`src/rtl/inv_ram_pkg.sv`:
```
package inv_ram_pkg;

    typedef enum logic [1:0] {
        ACC_IDLE  = 2'd0,
        ACC_WRITE = 2'd1,
        ACC_READ  = 2'd2
    } acc_e;

endpackage

```
`src/rtl/inv_ram_ctrl.sv`:
```
module inv_ram_ctrl
    import inv_ram_pkg::*;
(
    input  logic rst_n,
    input  logic cs_n,
    input  logic we_n,
    output acc_e mode
);

    always_comb begin
        mode = ACC_IDLE;
        if (rst_n && !cs_n) begin
            mode = we_n ? ACC_READ : ACC_WRITE;
        end
    end

endmodule

```
`src/rtl/inv_ram_decode.sv`:
```
module inv_ram_decode #(
    parameter int ADDR_W = 4,
    localparam int WORDS = 1 << ADDR_W
) (
    input  logic              en,
    input  logic [ADDR_W-1:0] addr,
    output logic [WORDS-1:0]  sel
);

    for (genvar g = 0; g < WORDS; g++) begin : g_line
        assign sel[g] = en && (addr == ADDR_W'(g));
    end

endmodule

```
`src/rtl/inv_ram_array.sv`:
```
module inv_ram_array #(
    parameter int ADDR_W = 4,
    parameter int DATA_W = 4,
    localparam int WORDS = 1 << ADDR_W
) (
    input  logic              clk,
    input  logic [WORDS-1:0]  wr_sel,
    input  logic [DATA_W-1:0] wdata,
    input  logic [ADDR_W-1:0] rd_addr,
    output logic [DATA_W-1:0] rdata
);

    typedef struct packed {
        logic [WORDS-1:0][DATA_W-1:0] words;
    } store_t;

    store_t store_d;
    store_t store_q;

    always_comb begin
        store_d = store_q;
        for (int w = 0; w < WORDS; w++) begin
            if (wr_sel[w]) begin
                store_d.words[w] = ~wdata;
            end
        end
    end

    always_ff @(posedge clk) begin
        store_q <= store_d;
    end

    assign rdata = store_q.words[rd_addr];

endmodule

```
`src/rtl/inv_ram_drive.sv`:
```
module inv_ram_drive
    import inv_ram_pkg::*;
#(
    parameter int DATA_W = 4
) (
    input  acc_e              mode,
    input  logic [DATA_W-1:0] rdata,
    output logic [DATA_W-1:0] dout,
    output logic [DATA_W-1:0] dout_oe
);

    for (genvar b = 0; b < DATA_W; b++) begin : g_bit
        always_comb begin
            dout_oe[b] = (mode == ACC_READ);
            dout[b]    = dout_oe[b] & rdata[b];
        end
    end

endmodule

```
`src/rtl/inv_bus_ram.sv`:
```
module inv_bus_ram
    import inv_ram_pkg::*;
#(
    parameter int ADDR_W = 4,
    parameter int DATA_W = 4,
    localparam int WORDS = 1 << ADDR_W
) (
    input  logic              clk,
    input  logic              rst_n,
    input  logic              cs_n,
    input  logic              we_n,
    input  logic [ADDR_W-1:0] addr,
    input  logic [DATA_W-1:0] din,
    output logic [DATA_W-1:0] dout,
    output logic [DATA_W-1:0] dout_oe
);

    acc_e              mode;
    logic [WORDS-1:0]  wr_sel;
    logic [DATA_W-1:0] rdata;

    inv_ram_ctrl u_ctrl (
        .rst_n (rst_n),
        .cs_n  (cs_n),
        .we_n  (we_n),
        .mode  (mode)
    );

    inv_ram_decode #(.ADDR_W(ADDR_W)) u_dec (
        .en   (mode == ACC_WRITE),
        .addr (addr),
        .sel  (wr_sel)
    );

    inv_ram_array #(.ADDR_W(ADDR_W), .DATA_W(DATA_W)) u_arr (
        .clk     (clk),
        .wr_sel  (wr_sel),
        .wdata   (din),
        .rd_addr (addr),
        .rdata   (rdata)
    );

    inv_ram_drive #(.DATA_W(DATA_W)) u_drv (
        .mode    (mode),
        .rdata   (rdata),
        .dout    (dout),
        .dout_oe (dout_oe)
    );

endmodule

```
`config.mk`:
```
export PLATFORM = sky130hd
export DESIGN_NAME = inv_bus_ram
export DESIGN_NICKNAME = d
export VERILOG_FILES = /design/src/rtl/inv_ram_pkg.sv /design/src/rtl/inv_ram_ctrl.sv /design/src/rtl/inv_ram_decode.sv /design/src/rtl/inv_ram_array.sv /design/src/rtl/inv_ram_drive.sv /design/src/rtl/inv_bus_ram.sv
export SDC_FILE = /design/constraint.sdc
export NUM_CORES = 1
export LEC_CHECK = 0
export ABC_AREA = 0
export BUFFER_PORTS_ARGS = -buffer_cell sky130_fd_sc_hd__buf_2
export CAP_MARGIN = 20
export CORE_MARGIN = 4
export CORE_UTILIZATION = 58
export CTS_CLUSTER_SIZE = 30
export DETAILED_ROUTE_END_ITERATION = 8
export GPL_TIMING_DRIVEN = 0
export HOLD_SLACK_MARGIN = 0.15
export PLACE_DENSITY = 0.77
export SKIP_LAST_GASP = 1
export SLEW_MARGIN = 20
export SYNTH_ARGS = -nofsm -noshare
export SYNTH_HDL_FRONTEND = slang
export SYNTH_SLANG_ARGS = --single-unit
export TNS_END_PERCENT = 10
```
`constraint.sdc`:
```
create_clock -name clk -period 1.7 [get_ports clk]
set_input_delay 0.085 -clock clk [delete_from_list [all_inputs] [get_ports clk]]
set_output_delay 0.085 -clock clk [all_outputs]
set_load 0.005 [all_outputs]
```
Yosys cells after proc, flatten, opt, wreduce, memory -nomap -nowiden
Cells that the tools add are included.
{"block": "totals", "regBits": 64, "elab_cells": 62, "input_bits": 12, "out_inout_bits": 8}
{"block": "op_classes", "n_reduce_logical": 19, "bitwise_logic": 5, "eq_ne": 17, "mux": 4, "order_cmp": 1}
{"cell": "$eq A4 B4 Y1 const B", "n": 8}
{"cell": "$logic_and A1 B1 Y1", "n": 17}
{"cell": "$bmux W4 S4", "n": 1}
{"cell": "$eq A4 B3 Y1 const B", "n": 4}
{"cell": "$eq A4 B2 Y1 const B", "n": 2}
{"cell": "$lt A4 B5 Y1 const B", "n": 1}
{"cell": "$and A1 B1 Y1", "n": 4}
{"cell": "$eq A4 B1 Y1 const B", "n": 1}
{"cell": "$logic_not A4 Y1", "n": 1}
{"cell": "$mux W2", "n": 2}
{"cell": "$mux W4", "n": 1}
{"cell": "$not A4 Y4", "n": 1}
{"cell": "$eq A2 B1 Y1 const B", "n": 1}
{"cell": "$eq A2 B2 Y1 const B", "n": 1}
{"cell": "$logic_not A1 Y1", "n": 1}

Longest topological paths before layout
{"block": "logic_depth", "word_depth": 5, "ltp_mapped": 5, "ltp_nobuf": 3}

By module
A second synthesis with hierarchy kept.
{"block": "hier_totals", "hier_cells": 141, "hier_area_um2": 2707.6}
{"mod": "inv_ram_array", "area_each_um2": 2491.1, "seq_area_each_um2": 1921.8, "n_inst": 1, "cells_per_inst": 107}
{"mod": "inv_ram_decode", "area_each_um2": 117.6, "seq_area_each_um2": 0.0, "n_inst": 1, "cells_per_inst": 23}
{"mod": "inv_ram_drive", "area_each_um2": 63.8, "seq_area_each_um2": 0.0, "n_inst": 1, "cells_per_inst": 8}
{"mod": "inv_ram_ctrl", "area_each_um2": 21.3, "seq_area_each_um2": 0.0, "n_inst": 1, "cells_per_inst": 2}
{"mod": "inv_bus_ram", "area_each_um2": 13.8, "seq_area_each_um2": 0.0, "n_inst": 1, "cells_per_inst": 1}

Worst setup path after synthesis
Ideal clock, no wire load.
{"block": "synth_path", "kind": "in2reg", "start": "input port addr[2]", "end": "register u_arr.store_q[24] (netlist name) (enable)", "setup_ns": 0.329, "slack_ns": 0.311, "path_stages": 4, "n_path_buf": 2, "t_arrival_ns": 1.059, "t_required_ns": 1.371, "path_cell_list": "clkbuf_1 -> clkbuf_1 -> nand2b_1 -> nor2_1"}
{"block": "synth_via", "elab_chain_len": 2}
{"item": "start, declared", "line_no": "inv_bus_ram.sv:12", "rtl": "input logic [ADDR_W-1:0] addr,"}
{"item": "$eq A4 B3 Y1", "line_no": "inv_ram_decode.sv:11", "rtl": "assign sel[g] = en && (addr == ADDR_W'(g));"}
{"item": "$logic_and A1 B1 Y1", "line_no": "inv_ram_decode.sv:11"}
{"item": "net u_arr.wr_sel[6]", "line_no": "inv_ram_array.sv:7", "rtl": "input logic [WORDS-1:0] wr_sel,"}
{"item": "end signal, assigned", "line_no": "inv_ram_array.sv:30", "rtl": "store_q <= store_d;"}
{"item": "end, declared", "line_no": "inv_ram_array.sv:18", "rtl": "store_t store_q;"}
The timed path passes the listed nets, and every way through them passes these cells.
A chain may end at the register's enable or synchronous reset.

Worst setup path in the final report
{"block": "layout_path", "start": "register u_arr.store_q[44] (netlist name)", "end": "output port dout[0]"}
{"block": "layout_via", "elab_chain_len": 3}
{"item": "$bmux W4 S4", "line_no": "inv_ram_array.sv:33", "rtl": "assign rdata = store_q.words[rd_addr];"}
{"item": "$mux W4 (implied by the code)", "line_no": "inv_ram_array.sv:33"}
{"item": "$and A1 B1 Y1", "line_no": "inv_ram_drive.sv:15", "rtl": "dout[b] = dout_oe[b] & rdata[b];"}
{"item": "end, declared", "line_no": "inv_bus_ram.sv:14", "rtl": "output logic [DATA_W-1:0] dout,"}
No other way between the ends. The select of a mux whose other input is x is not followed.

==> summary.log <==
[detailed_routing] via-per-instance ratio 5.86
[synthesis] Ys Warns 0
[detailed_routing] final routed DRC violation total 0
[cts] # H-tree levels 3
[timing] worst hold slack after final layout 257 ps
[worst_setup_path] critical path startpoint u_arr.store_q[44]
[cts] maximum root-to-sink buffer count 2
[global_route] wire length of the first global-routing pass 7310 microns
[detailed_routing] total iterations of the first detailed-routing run 4
[synthesis] fraction of synthesized cell area in xor and xnor cells 0
[worst_setup_path] Setup crit start kind register
[worst_setup_path] category of the worst setup path capture point primary output
[detailed_routing] final routed wirelength across all metal layers 4620 microns
[floorplanning] boundary pin count 20
[power] static power due to leakage 0.000986 uW
[timing] clock period minus final worst setup slack 1800 ps
[synthesis] mean cell area of the mapped netlist 19.5 sq um
[synthesis] post-synthesis cell type count 20
[floorplanning] Initial Util 0.601
[flow_run] number of maximum-capacitance violations 0
[timing] Final Hold Violating Endpoints 0
[placed_design] routability cong. 0.774
[synthesis] largest cells by area after synthesis edfxtp_1 (73%), mux4_2 (13%), nor2_1 (1.9%), mux2_2 (1.7%), mux2i_1 (1.5%)
[worst_hold_path] Tightest Hold Check Type in2reg
[global_route] number of global-route vias before repair 1342
[detailed_routing] ANT nets after route 0
[final_layout] flip-flop count of the largest register, all copies and words added 64
[floorplanning] die area 5650 sq um
[global_route] GR met1 Demand/Resource 0.263
[cts] clock buffers created by TritonCTS 9
[synthesis] Syn Std Cell Area 2620 sq um
[synthesis] largest family of logic cells by synthesized area multiplexers
[worst_hold_path] worst-case hold path end point u_arr.store_q[2]
[global_route] number of antenna violations at the first check in global routing 0
[final_layout] layout cells sized above 1 0.339
[worst_hold_path] startpoint of the worst hold path din[2]
[worst_setup_path] type of the worst setup path reg2out
[outcome] violated checks negative setup slack
[floorplanning] core area 4350 sq um
[synthesis] Mapped Nets 146
[detailed_routing] wire length per cell 21.3 microns
[final_layout] largest registers u_arr.store_q: 64 flops
[worst_setup_path] arrival time at the worst endpoint 1710 ps
[cts] count of hold buffers inserted by post-cts repair 0
[placed_design] quantity of I/O buffers inserted on ports 15
[global_route] maximum number of pins on one net before global-route repair 17
[final_layout] number of diodes 0
[worst_hold_path] cell count of the worst hold path 2
[worst_setup_path] Max FO, Critical Path 1
[synthesis] fraction of post-synthesis cell area in the top cell type by area 0.734
[outcome] status finished, violations left
[synthesis] Compound-Gate Fraction of Synth Area 0.0134
[synthesis] number of standard cells after synthesis 134
[final_layout] most flop-heavy register u_arr.store_q
[worst_setup_path] logic depth of the worst setup path including buffers 4
[floorplanning] chip height 75.2 microns
[cts] clock tree from TritonCTS done
[placed_design] HPWL reported at the end of detailed placement 3150 microns
[final_layout] number of nets at the end of the flow 172
[global_route] met3 track demand over resource in global routing 0.0414
[global_route] GR Util met2 0.301
[synthesis] mux contribution to synthesized area 0.172
[global_route] busiest layer in global routing met2
[worst_setup_path] crit-path leading delay family multiplexers
[global_route] overall global routing resource usage 0.193
[detailed_routing] via total after detailed routing 1272
[cts] clock transition at the registers of the reported paths 70 ps
[synthesis] cell taking the most area after synthesis edfxtp_1
[timing] post-route clock period utilization 1.06
[timing] slew at the pin closest to its max-slew limit 741 ps
[worst_setup_path] WP buf/inv 1
[timing] final critical-path setup slack -96.2 ps
[timing] maximum achievable frequency 557 MHz
[cts] clock sinks 64
[timing] setup violation total in the final timing report 4
[worst_setup_path] Critical Path, Cell by Cell mux4_2 > mux2_4 > o2bb2ai_2 > buf_2
[timing] final slew viol count 0
[timing] setup repair after global routing missed its margin true
[detailed_routing] DRC violation total after the first TritonRoute iteration 100
[worst_setup_path] highest-delay cell along the critical path mux4_2
[synthesis] sequential element share of the synthesized area 0.734
[floorplanning] floorplan row count 24
[timing] Max-slew headroom 0.502
[synthesis] arithmetic-cell share of the synthesized area counting full adders, half adders and majority gates 0
[synthesis] simple-gate share of the synthesized area 0.0526
[cts] buffer cell driving the clock tree root clkbuf_8
[final_layout] final standard cell utilization of the core 0.673
[synthesis] flip-flop and latch count after synthesis 64
[power] maximum ir drop on the vdd rail 0.645 mV
[worst_setup_path] required time reported for the critical path endpoint 1620 ps
[global_route] grt total ovfl 0
[floorplanning] Horiz. Die Dim 75.2 microns
[worst_setup_path] CP max stage delay 490 ps
[power] areal power density over the cells 1010 nW/um^2
[final_layout] layout-stage area growth over the synthesis result 11.8%
power by group:
group | leakage (uW) | internal, uW | switching (uW)
Combinational | 0.000328 | 77.0 | 92.0
Sequential | 0.000576 | 1750 | 2.32
Clock | 0.0000823 | 506 | 523
Total | 0.000986 | 2330 | 617
metal layers:
layer / vias up / share of wire
met4: 0 / 0.021
li1: 581 / -
met3: 10 / 0.051
met5: - / 0
met2: 38 / 0.48
met1: 643 / 0.44
cell type report:
class                           instances  area, sq um
Buffer                                 10         60.1
Clock inverter                          6         26.3
Clock buffer                           10          128
Tap cell                               52         65.1
Timing Repair Buffer                   15         75.1
Multi-Input combinational cell         56          638
Inverter                                4         15.0
Sequential cell                        64         1920
Fill cell                             288         1430
layout by cell type, fill, tap and decap left out:
cell / netlist / final
and2_1: 1 / 1
mux2i_1: 4 / 4
mux4_2: 15 / 16
clkbuf_1: 3 / 4
buf_4: 3 / 3
nor3_1: 4 / 4
nor2_1: 13 / 13
clkbuf_8: 0 / 9
nand3_1: 1 / 1
nand2b_1: 3 / 3
mux2_4: 0 / 2
edfxtp_1: 64 / 64
nand2_1: 2 / 2
mux2_2: 4 / 2
buf_6: 1 / 1
inv_1: 4 / 4
o2bb2ai_1: 4 / 2
clkinv_2: 0 / 3
buf_2: 3 / 18
clkinv_1: 0 / 3
o2bb2ai_2: 0 / 2
and3b_1: 1 / 1
nor3b_1: 1 / 1
nand3b_1: 2 / 2
cells in the mapped netlist, drive strengths merged:
library cell and number:
and3b 1, nand2 2, nor2 13, nand3b 2, nand2b 3, nand3 1, mux4 16, o2bb2ai 4
nor3 4, buf 7, nor3b 1, edfxtp 64, inv 4, and2 1, clkbuf 3, mux2 4
mux2i 4
cell families after synthesis:
kind of cell / Yosys count
flops: 64
buf+inv: 14
simple gates: 28
mux: 24
compound gates: 4
per-stage QoR:
stage          cells  total power (uW)  setup WS, ps  instance area [sq um]  TNS [ps]
2_1_floorplan    134              1900           311                   2620         0
3_3_place_gp     201              1940          -132                   2760     -2050
3_5_place_dp     201              1950          -215                   2760     -5140
4_1_cts          217              2970          -131                   2920      -472
5_1_grt          217              3050          -152                   2930      -585
6_report         217              2950         -96.2                   2930      -360
worst max path at each step:
stage	end	slack (ps)
finish	dout[0]	-100
global route	dout[0]	-150
CTS	dout[0]	-130
floorplan	u_arr.store_q[24]	310
global placement	u_arr.store_q[5]	-130
detailed placement	u_arr.store_q[5]	-220
timing repair:
action | in CTS | in global routing
hold endpoints to repair | 0 | 0
endpoints found under the setup margin | 4 | 4
setup buffers | 0 | 0
gates resized for setup | 3 | 2
pin swaps | 1 | 0
cloned | 0 | 0
(Power assumes the default switching activity.)
